===== src/rtl/instream_pkg.sv =====
package instream_pkg;
    localparam int CSR_W     = 32;
    localparam int B_SRST    = 0;
    localparam int B_RUN     = 1;
    localparam int B_IOC_EN  = 2;
    localparam int B_FERR_EN = 3;
    localparam int B_DERR_EN = 4;
    localparam int B_PRIO    = 18;
    localparam int B_NUM_LO  = 20;
    localparam int NUM_W     = 4;
    localparam int B_BCIS    = 26;
    localparam int B_FERR    = 27;
    localparam int B_DERR    = 28;
    localparam int B_RDY     = 29;

    typedef struct packed {
        logic             srst;
        logic             run;
        logic             ioc_en;
        logic             ferr_en;
        logic             derr_en;
        logic [NUM_W-1:0] num;
        logic             bcis;
        logic             ferr;
        logic             derr;
        logic             rdy;
    } csr_state_t;
endpackage


===== src/rtl/instream_csr.sv =====
module instream_csr
    import instream_pkg::*;
(
    input  logic             clk,
    input  logic             rst_n,
    input  logic             wr_en,
    input  logic [CSR_W-1:0] wr_data,
    input  logic             desc_loaded,
    input  logic             desc_err,
    input  logic             buf_done,
    input  logic             overrun,
    output logic [CSR_W-1:0] rd_data,
    output logic             run,
    output logic             srst,
    output logic [NUM_W-1:0] num,
    output logic             irq
);
    csr_state_t st_d, st_q;

    always_comb begin
        st_d = st_q;
        if (wr_en) begin
            st_d.srst    = wr_data[B_SRST];
            st_d.run     = wr_data[B_RUN];
            st_d.ioc_en  = wr_data[B_IOC_EN];
            st_d.ferr_en = wr_data[B_FERR_EN];
            st_d.derr_en = wr_data[B_DERR_EN];
            st_d.num     = wr_data[B_NUM_LO +: NUM_W];
            if (wr_data[B_BCIS]) st_d.bcis = 1'b0;
            if (wr_data[B_FERR]) st_d.ferr = 1'b0;
            if (wr_data[B_DERR]) st_d.derr = 1'b0;
        end
        // hardware set events take priority over software clears
        if (buf_done)    st_d.bcis = 1'b1;
        if (overrun)     st_d.ferr = 1'b1;
        if (desc_loaded) st_d.rdy  = 1'b1;
        if (desc_err) begin
            st_d.derr = 1'b1;
            st_d.run  = 1'b0;
        end
        if (st_d.srst) begin
            st_d.run  = 1'b0;
            st_d.bcis = 1'b0;
            st_d.ferr = 1'b0;
            st_d.derr = 1'b0;
            st_d.rdy  = 1'b0;
        end
    end

    always_ff @(posedge clk or negedge rst_n) begin
        if (!rst_n) st_q <= '0;
        else        st_q <= st_d;
    end

    always_comb begin
        rd_data                    = '0;
        rd_data[B_SRST]            = st_q.srst;
        rd_data[B_RUN]             = st_q.run;
        rd_data[B_IOC_EN]          = st_q.ioc_en;
        rd_data[B_FERR_EN]         = st_q.ferr_en;
        rd_data[B_DERR_EN]         = st_q.derr_en;
        rd_data[B_PRIO]            = 1'b1;
        rd_data[B_NUM_LO +: NUM_W] = st_q.num;
        rd_data[B_BCIS]            = st_q.bcis;
        rd_data[B_FERR]            = st_q.ferr;
        rd_data[B_DERR]            = st_q.derr;
        rd_data[B_RDY]             = st_q.rdy;
    end

    assign run  = st_q.run;
    assign srst = st_q.srst;
    assign num  = st_q.num;
    assign irq  = (st_q.bcis & st_q.ioc_en) | (st_q.ferr & st_q.ferr_en) |
                  (st_q.derr & st_q.derr_en);
endmodule


===== src/rtl/instream_fifo.sv =====
module instream_fifo #(
    parameter int DW    = 16,
    parameter int DEPTH = 4
) (
    input  logic          clk,
    input  logic          rst_n,
    input  logic          flush,
    input  logic          wr_req,
    input  logic [DW-1:0] wr_data,
    output logic          full,
    output logic          rd_valid,
    output logic [DW-1:0] rd_data,
    input  logic          rd_ready,
    output logic [$clog2(DEPTH+1)-1:0] count
);
    localparam int AW = (DEPTH > 1) ? $clog2(DEPTH) : 1;
    localparam int CW = $clog2(DEPTH + 1);
    localparam logic [AW-1:0] LAST = AW'(DEPTH - 1);

    typedef struct packed {
        logic [AW-1:0] wr_ptr;
        logic [AW-1:0] rd_ptr;
        logic [CW-1:0] cnt;
    } fifo_state_t;

    fifo_state_t fs_d, fs_q;
    logic [DW-1:0] mem [DEPTH];
    logic do_wr, do_rd;

    assign full     = (fs_q.cnt == CW'(DEPTH));
    assign rd_valid = (fs_q.cnt != '0);
    assign rd_data  = mem[fs_q.rd_ptr];
    assign count    = fs_q.cnt;
    assign do_wr    = wr_req && !full && !flush;
    assign do_rd    = rd_valid && rd_ready && !flush;

    always_comb begin
        fs_d = fs_q;
        if (flush) begin
            fs_d = '0;
        end else begin
            if (do_wr) fs_d.wr_ptr = (fs_q.wr_ptr == LAST) ? '0 : fs_q.wr_ptr + 1'b1;
            if (do_rd) fs_d.rd_ptr = (fs_q.rd_ptr == LAST) ? '0 : fs_q.rd_ptr + 1'b1;
            case ({do_wr, do_rd})
                2'b10:   fs_d.cnt = fs_q.cnt + 1'b1;
                2'b01:   fs_d.cnt = fs_q.cnt - 1'b1;
                default: fs_d.cnt = fs_q.cnt;
            endcase
        end
    end

    always_ff @(posedge clk or negedge rst_n) begin
        if (!rst_n) fs_q <= '0;
        else        fs_q <= fs_d;
    end

    always_ff @(posedge clk) begin
        if (do_wr) mem[fs_q.wr_ptr] <= wr_data;
    end
endmodule


===== src/rtl/instream_ctl.sv =====
module instream_ctl
    import instream_pkg::*;
#(
    parameter int DW    = 16,
    parameter int DEPTH = 4
) (
    input  logic             clk,
    input  logic             rst_n,
    input  logic             csr_wr_en,
    input  logic [CSR_W-1:0] csr_wr_data,
    output logic [CSR_W-1:0] csr_rd_data,
    input  logic             smp_valid,
    input  logic [NUM_W-1:0] smp_tag,
    input  logic [DW-1:0]    smp_data,
    input  logic             evt_desc_loaded,
    input  logic             evt_desc_err,
    input  logic             evt_buf_last,
    input  logic             evt_buf_ioc,
    output logic             out_valid,
    output logic [DW-1:0]    out_data,
    input  logic             out_ready,
    output logic             irq
);
    localparam int CW = $clog2(DEPTH + 1);

    logic             run, srst, full, accept, overrun;
    logic [NUM_W-1:0] num;
    logic [CW-1:0]    fifo_count;

    assign accept  = smp_valid && run && (num != '0) && (smp_tag == num);
    assign overrun = accept && full;

    instream_csr u_csr (
        .clk         (clk),
        .rst_n       (rst_n),
        .wr_en       (csr_wr_en),
        .wr_data     (csr_wr_data),
        .desc_loaded (evt_desc_loaded),
        .desc_err    (evt_desc_err),
        .buf_done    (evt_buf_last && evt_buf_ioc),
        .overrun     (overrun),
        .rd_data     (csr_rd_data),
        .run         (run),
        .srst        (srst),
        .num         (num),
        .irq         (irq)
    );

    instream_fifo #(.DW(DW), .DEPTH(DEPTH)) u_fifo (
        .clk      (clk),
        .rst_n    (rst_n),
        .flush    (srst),
        .wr_req   (accept),
        .wr_data  (smp_data),
        .full     (full),
        .rd_valid (out_valid),
        .rd_data  (out_data),
        .rd_ready (out_ready),
        .count    (fifo_count)
    );
endmodule


===== config.mk =====
export PLATFORM = sky130hd
export DESIGN_NAME = instream_ctl
export DESIGN_NICKNAME = d
export VERILOG_FILES = /design/src/rtl/instream_pkg.sv /design/src/rtl/instream_csr.sv /design/src/rtl/instream_fifo.sv /design/src/rtl/instream_ctl.sv
export SDC_FILE = /design/constraint.sdc
export NUM_CORES = 1
export LEC_CHECK = 0
export ABC_AREA = 1
export BUFFER_PORTS_ARGS = -buffer_cell sky130_fd_sc_hd__buf_2
export CAP_MARGIN = 10
export CORE_ASPECT_RATIO = 1.75
export CORE_UTILIZATION = 55
export DETAILED_ROUTE_END_ITERATION = 8
export PLACE_DENSITY = 0.84
export SLEW_MARGIN = 20
export SYNTH_ARGS = -nofsm -noshare
export SYNTH_HDL_FRONTEND = slang
export SYNTH_HIERARCHICAL = 1
export SYNTH_SLANG_ARGS = --single-unit

===== constraint.sdc =====
create_clock -name clk -period 3.7 [get_ports clk]
set_clock_uncertainty 0.15 [all_clocks]
set_input_delay 0.37 -clock clk [delete_from_list [all_inputs] [get_ports clk]]
set_output_delay 0.37 -clock clk [all_outputs]
set_load 0.02 [all_outputs]

[After elaboration in Yosys (flattened, before gate mapping)]
Memories as Yosys holds them, arrays and structs flattened.
Index checks and enable logic that the tools add are counted.
Storage, ports and cells
  register bits: 20
  memory bits (writable): 64
  input port bits: 61
  output and inout port bits: 50
  logic and storage cells: 74
  memories: 1
Cells by class
  add/subtract/negate cells: 4
  equal/unequal tests: 6
  multiplexer cells: 19
  bitwise gates (word level): 5
  reductions and logical operators: 26
Memories
  u_fifo.mem: words 4, width 16, rd ports 1, clocked after memory_dff 0, write ports 1, line instream_fifo.sv:27  | logic [DW-1:0] mem [DEPTH];
Operators by type and width (count)
  $reduce_bool 3->1: 8
  $mux 12: 1
  $mux 1: 11
  $logic_and 1x1->1: 9
  $mux 2: 4
  $mux 7: 1
  $eq 2x2->1 const B: 3
  $pmux 3 s2: 1
  $reduce_and 2->1: 3
  $reduce_bool 2->1: 3
  $add 2x1->2 const B: 2
  $eq 4x4->1: 1
  $mux 4: 1
  $reduce_bool 4->1: 1
  $add 3x1->3 const B: 1
  $and 1x1->1: 3
  $eq 3x3->1 const B: 1
  $sub 3x1->3 const B: 1
  $eq 2x1->1 const B: 1
  $logic_not 1->1: 2
  $or 1x1->1: 2

[Logic depth before layout (Yosys ltp)]
Gate-level depths: netlist of the first run.
  word-level depth: 8
  mapped depth: 16
  depth with buffers taken out: 16

[Hierarchy]
Netlist of the first run, hierarchy kept.
By module, submodules not included
  instream_fifo: instances 1, cells each 221, area each 2879.0 um^2, seq. area each 2097.0 um^2
  instream_csr: instances 1, cells each 72, area each 721.9 um^2, seq. area each 325.3 um^2
  instream_ctl: instances 1, cells each 30, area each 115.1 um^2, seq. area each 0.0 um^2

[Least setup slack after synthesis of the first run]
OpenSTA, ideal clock, no wires.
  path type: register to register
  from: register u_csr.st_q (netlist bit u_csr/num[3])
  to: memory u_fifo.mem[0][0], enable pin
  library setup time: 0.389 ns
  arrival: 1.796 ns
  data required time: 3.161 ns
  setup slack: 1.365 ns
  cell stages (with the launch flop): 10
  buffers on the path: 0
  period minus slack after synthesis: 2.335 ns
  cells stage by stage: dfrtp_1 -> nor2_1 -> nor2_1 -> nor2_1 -> nand3_1 -> inv_1 -> nand2_4 -> nor2_1 -> inv_1 -> nor2_1
On the way
  word-level cells in the longest chain between the ends: 7
  elaborated cells on any way between the ends: 8
  classes of those cells: eq/ne (1); mux (2); reduce/logical (5)
RTL lines
  start, declared: line instream_csr.sv:18  | csr_state_t st_d, st_q;
  start signal, assigned: line instream_csr.sv:52  | else st_q <= st_d;
  $reduce_bool 4->1: line instream_ctl.sv:30  | assign accept = smp_valid && run && (num != '0) && (smp_tag == num);
  $logic_and 1x1->1: line instream_ctl.sv:30
  $logic_and 1x1->1 *: line instream_ctl.sv:30
  net accept: line instream_ctl.sv:26  | logic run, srst, full, accept, overrun;
  $logic_and 1x1->1 * (2 in a row): line instream_fifo.sv:34  | assign do_wr = wr_req && !full && !flush;
  $mux 1 *: line instream_fifo.sv:58  | if (do_wr) mem[fs_q.wr_ptr] <= wr_data;
  $mux 1 (not written as such) *: line instream_fifo.sv:58
  end, declared: line instream_fifo.sv:27
Mark *: on every way through the listed nets, which the timed path passes. The rest lies on a longest branch.

[Worst setup path in the final report of the first run]
  from: register u_fifo/fs_q[4] (netlist bit)
  to: output port out_data[6]
On the way
  word-level cells in the longest chain between the ends: 1
RTL lines
  start, declared: line instream_fifo.sv:26  | fifo_state_t fs_d, fs_q;
  start signal, assigned: line instream_fifo.sv:54  | else fs_q <= fs_d;
  $mem_v2 4x16
  end, declared: line instream_ctl.sv:20  | output logic [DW-1:0] out_data,
Every way passes these cells.

==> results of run 1 <==
==> layer usage <==
layer	GRT usage, %	share of wire [%]	vias up
met5	0	0	-
met4	11.2	1.9	0
met3	4.75	5.3	10
met2	41.0	58	95
met1	22.4	35	1173
li1	-	-	1193
==> power by group <==
group          internal (uW)  total (uW)  leakage [uW]  switching (uW)
Combinational            168         509      0.000874             342
Clock                    453         787      0.000127             334
Sequential              1040        1090      0.000830            42.1
Total                   1670        2380       0.00183             718
==> area by class of cell <==
| cell class | instances | area (um2) | area share, % |
|---|---|---|---|
| tap | 82 | 103 | 2.39 |
| timing repair buffer | 77 | 403 | 9.38 |
| sequential | 84 | 2420 | 56.4 |
| multi-input combinational | 191 | 1000 | 23.3 |
| clock buffer | 12 | 236 | 5.51 |
| clock inverter | 4 | 26.3 | 0.612 |
| inverter | 28 | 105 | 2.45 |
==> stage by stage <==
step | cells | total power [uW] | area (um2)
6_report | 478 | 2380 | 4300
5_1_grt | 478 | 2480 | 4300
4_1_cts | 478 | 2400 | 4300
3_5_place_dp | 461 | 1610 | 4020
3_3_place_gp | 461 | 1590 | 4020
2_1_floorplan | 337 | 1470 | 3760
==> sequential cells by signal, indices dropped and copies added (netlist names) <==
| name | flops |
|---|---|
| u_fifo/count | 3 |
| u_csr/rd_data | 7 |
| u_csr/run | 1 |
| u_csr/srst | 1 |
| u_fifo/mem | 64 |
| u_fifo/fs_q | 4 |
| u_csr/num | 4 |
==> how the worst min path moves through the flow <==
stage / startpoint / end / slack (ps) / cells after the start
2_1_floorplan: rst_n / u_csr/num[0] / -80 / 0
3_3_place_gp: rst_n / u_csr/num[3] / 190 / 1
3_5_place_dp: rst_n / u_csr/num[0] / 200 / 1
4_1_cts: smp_data[1] / u_fifo/mem[0][1] / 90 / 1
5_1_grt: smp_data[1] / u_fifo/mem[1][1] / 100 / 1
6_report: smp_data[1] / u_fifo/mem[0][1] / 90 / 1
==> worst max-delay path, delay by kind of cell, from the launching register on <==
family	cells	cell delay [ps]
buf+inv	2	720
flops	1	610
compound gates	2	450
==> what timing repair did <==
| action | CTS | global route |
|---|---|---|
| hold buffers | 1 | 0 |
| gates resized for setup | 0 | 0 |
| hold endpoints to repair | 20 | 0 |
==> flow_summary.yaml, run 1 <==
detailed_routing:
  via_per_inst: 5.17
  wl_per_cell_um: 15.0
  detail-route-antenna-nets: 0
  drc: 0
  wl_mm: 7.19
  num_vias: 2471
  drt-initial-drc-count: 226
  drt_pre_antenna_iters: 4
grt:
  track_usage_pct: 22.1
  grt-ovfl-total: 0
  grt_max_degree: 35
  grt_pass1_wl_mm: 11.4
  antenna_found_initial: 0
  first_global_vias: 2492
timing:
  maxSlewHeadroom_pct: 37.6
  period_share_pct: 71.2
  tightest_slew_ps: 935
  finalCriticalPeriod_ps: 2640
  finalMaxSlewViolations: 0
  fin_ws_ps: 1060
  rsz0062_at_grt: "false"
  hold_slack_ps: 93.4
  fmax_mhz: 379
  final_hold_viol_count: 0
  setup_violations: 0
  fin_tns_setup_ps: 0
synthesis:
  ys_warn_count: 6
  syn_inst: 320
  syn_area_per_cell_um2: 11.5
  netlist_area_um2: 3690
critical_path:
  startpoint: "u_fifo/fs_q[4]"
  worstRegToRegCells: 10
  crit_type: "reg -> out"
  setup.worst_path.end: "out_data[6]"
  cp_max_fo: 18
  cp_slowest_stage_delay_ps: 610
  start_kind: "flop"
  crit_slowest_cell: "dfrtp_1"
  worstPathArrival_ps: 2120
  crit_required_ps: 3180
  r2r-start: "u_csr/num[3]"
  worst_setup_path_end_kind: "output port"
  r2r-end: "u_fifo/mem[0][11]"
  r2r_slack_ps: 1210
  crit_chain: "inv_1, o21ai_0, o22ai_1, buf_2"
placed_design:
  dp_hpwl_mm: 4.66
  place.gp.congestion: 0.753
  io_buffer_count: 71
  dp_slack_ps: 1150
layout:
  utilization_pct: 66.2
  area_growth_syn_to_layout_pct: 16.3
  fillers: 501
  n_antenna_cell: 0
  layout_common_cells: "buf_2, edfxtp_1, nor2_1"
  drive_above_1_share_pct: 27.5
  layout.nets: 458
  layout_commonest_cell: "buf_2"
clocking:
  clkTransAtPathRegs_ps: 60
  clk_latency_ps: 330
  cts_buffer_depth: 2
  cts_tree: "built"
  cts_max_level: 3
  cts_root_buf: "clkbuf_16"
  numClockSinks: 84
  post_cts.repair.setup_buffers: 0
  cts-buffers-inserted: 9
run:
  cap_violations: 0
outcome:
  run_status: "finished clean"
die:
  row_count: 39
  die_area_um2: 7060
  start_util_pct: 56.9
  fp.dieH_um: 110
  core_area_um2: 6490
  num_io_pins: 111
  die_w_um: 63.9
power_and_ir_drop:
  p_leak_uw: 0.00183
  ir_drop_mv: 0.349
  power_density_nw_per_um2: 555
hold_path:
  hp-class: "in -> reg"
Note: power is estimated with default switching activity, not from simulation.
==> inputs of run 2 (changes only) <==
--- a/config.mk
+++ b/config.mk
@@ -9,9 +9,9 @@
 export BUFFER_PORTS_ARGS = -buffer_cell sky130_fd_sc_hd__buf_2
 export CAP_MARGIN = 10
 export CORE_ASPECT_RATIO = 1.75
-export CORE_UTILIZATION = 55
+export CORE_UTILIZATION = 46
 export DETAILED_ROUTE_END_ITERATION = 8
-export PLACE_DENSITY = 0.84
+export PLACE_DENSITY = 0.75
 export SLEW_MARGIN = 20
 export SYNTH_ARGS = -nofsm -noshare
 export SYNTH_HDL_FRONTEND = slang
==> constraint.sdc (replaced) <==
create_clock -name clk -period 2.15 [get_ports clk]
set_clock_uncertainty 0.15 [all_clocks]
set_input_delay 0.215 -clock clk [delete_from_list [all_inputs] [get_ports clk]]
set_output_delay 0.215 -clock clk [all_outputs]
set_load 0.02 [all_outputs]
==> run 2 against run 1 <==
  * Non-clock buffer count is 37 higher
  * Critical path type is now reg -> reg
  * Die area is 19% higher
  * Sequential share of layout area is 4.8 points lower
  * Highest routed layer unchanged
  * Register-to-register slack worse by 1100 ps
  * Total power is 75% higher
  * Combinational power is 88% higher
  * First-iteration DRC count is 0.88% higher
  * Utilization is 5.0 points lower
  * Via count is 4.5% higher
==> flow_summary.yaml, run 2 (synthesis gave the netlist of run 1 again) <==
detailed_routing:
  drt-initial-drc-count: 228
  drt_pre_antenna_iters: 4
  detail-route-antenna-nets: 0
  num_vias: 2582
  wl_mm: 7.11
  drc: 0
  wl_per_cell_um: 13.6
  via_per_inst: 4.96
placed_design:
  dp_hpwl_mm: 4.80
  dpl-instance-area_um2: 4110
  place.gp.congestion: 0.724
  dp_slack_ps: -75.7
  io_buffer_count: 71
power_and_ir_drop:
  pwr-share-clk_pct: 32.3
  p_int_uw: 2930
  pwr-share-seq_pct: 44.7
  switching_share_pct: 29.7
  p_leak_uw: 0.00199
  comb_power_share_pct: 23.0
  power_density_nw_per_um2: 887
  ir_drop_mv: 0.499
  finalPower_uw: 4160
  power_switching_uw: 1240
layout:
  top_register: "u_fifo/mem"
  drive_above_1_share_pct: 30.3
  largest_reg_flops: 64
  seq_area_um2: 2420
  layout_common_cells: "buf_2, edfxtp_1, nor2_1"
  layout.nets: 495
  area_growth_syn_to_layout_pct: 27.0
  n_antenna_cell: 0
  utilization_pct: 61.1
  multi_input_area_um2: 1030
  final_area_um2: 4690
  layout_commonest_cell: "buf_2"
  fillers: 629
grt:
  antenna_found_initial: 0
  grt-ovfl-total: 0
  first_global_vias: 2587
  track_usage_pct: 18.3
  grt_pass1_wl_mm: 11.6
  grt_max_degree: 35
timing:
  fmax_mhz: 481
  finalCriticalPeriod_ps: 2080
  period_share_pct: 96.6
  fin_tns_setup_ps: 0
  final_hold_viol_count: 0
  setup_violations: 0
  fin_ws_ps: 73.0
  rsz0062_at_grt: "true"
  finalMaxSlewViolations: 0
critical_path:
  crit_slowest_cell: "dfrtp_1"
  worstPathArrival_ps: 2150
  path_common_cell: "nand2_1"
  setup.worst_path.end: "u_fifo/count[2]"
  worstRegToRegCells: 15
  crit_type: "reg -> reg"
  r2r_slack_ps: 70
  cp_max_fo: 4
  start_kind: "flop"
  startpoint: "u_csr/num[3]"
  crit_required_ps: 2220
  r2r-end: "u_fifo/count[2]"
  worst_setup_path_end_kind: "flop"
  r2r-start: "u_csr/num[3]"
  crit_chain: "nor2_1, nor2_1, nor2_1, nand3_2, inv_2, nand2_4, nand3_2, inv_2, fa_2, xnor2_2, inv_1, nand2_1, nand2_1, nand2_1, nand2_1"
  cp_slowest_stage_delay_ps: 410
die:
  core_area_um2: 7670
  fp.dieH_um: 121
  start_util_pct: 48.1
  row_count: 42
  num_io_pins: 111
  die_area_um2: 8410
  die_w_um: 69.7
hold_path:
  hp-class: "in -> reg"
  min-delay-start: "csr_wr_data[27]"
clocking:
  numClockSinks: 84
  cts_buffer_depth: 2
  clkTransAtPathRegs_ps: 60
  cts-buffers-inserted: 9
  cts_max_level: 3
  cts_tree: "built"
  cts_root_buf: "clkbuf_16"
  clk_latency_ps: 330
run:
  cap_violations: 0
outcome:
  run_status: "finished clean"
[run 2: changes by cell type in the layout (fill, tap and decap cells not counted), sizes merged]
cell / delta
clkinvlp: +1
dlygate4sd3: +26
inv: -1
buf: +11
[run 2: power groups by stage]
stage          logic (uW)  registers [uW]  clock network, uW
3_5_place_dp          906            1890                  0
5_1_grt              1050            1870               1450
6_report              956            1860               1340
4_1_cts               952            1860               1390
2_1_floorplan         633            1910                  0
3_3_place_gp          878            1890                  0
[run 2: repair_timing]
action	in CTS	in global routing
pin swaps	1	2
resized for setup	2	13
endpoints found under the hold margin	94	0
setup endpoints to repair	1	74
setup buffers	1	0
hold buffers	27	0
[run 2: metrics by stage]
step,instances,hold slack [ps]
floorplan,337,-231
global placement,477,43.7
detailed placement,477,46.2
CTS,521,2.79
global route,521,22.6
finish,521,11.7
[run 2: metal layers]
layer	share of wire, %	track usage (%)	wire, um	up-vias
met1	37	18.3	2600	1219
li1	-	-	-	1272
met3	4.6	4.17	329	11
met2	57	34.8	4030	80
met4	2.0	9.00	142	0
met5	0	0	0	-
[run 2: area by class of cell]
type	count	share of cell area (%)
repair buffers	114	16.1
well taps	88	2.35
flip-flops and latches	84	51.6
multi-input cells	191	22.0
clock inverters	4	0.560
inverters	28	2.32
clock buffers	12	5.04
[run 2: how the worst min path moves through the flow]
| stage | slack (ps) | depth (start not counted) | end |
|---|---|---|---|
| detailed placement | 50 | 1 | u_csr/num[0] |
| CTS | 3 | 4 | u_csr/rd_data[27] |
| global placement | 40 | 1 | u_csr/num[1] |
| finish | 10 | 4 | u_csr/rd_data[27] |
| floorplan | -230 | 0 | u_csr/num[0] |
| global route | 20 | 4 | u_csr/rd_data[27] |
[run 2: critical path, delay by kind of cell, from the launching register on]
| family | cells | cell delay [ps] |
|---|---|---|
| DFF | 1 | 410 |
| buffers and inverters | 3 | 170 |
| xor gates and xnor gates | 1 | 150 |
| adders and majority gates | 1 | 350 |
| and+or+nand+nor | 10 | 720 |
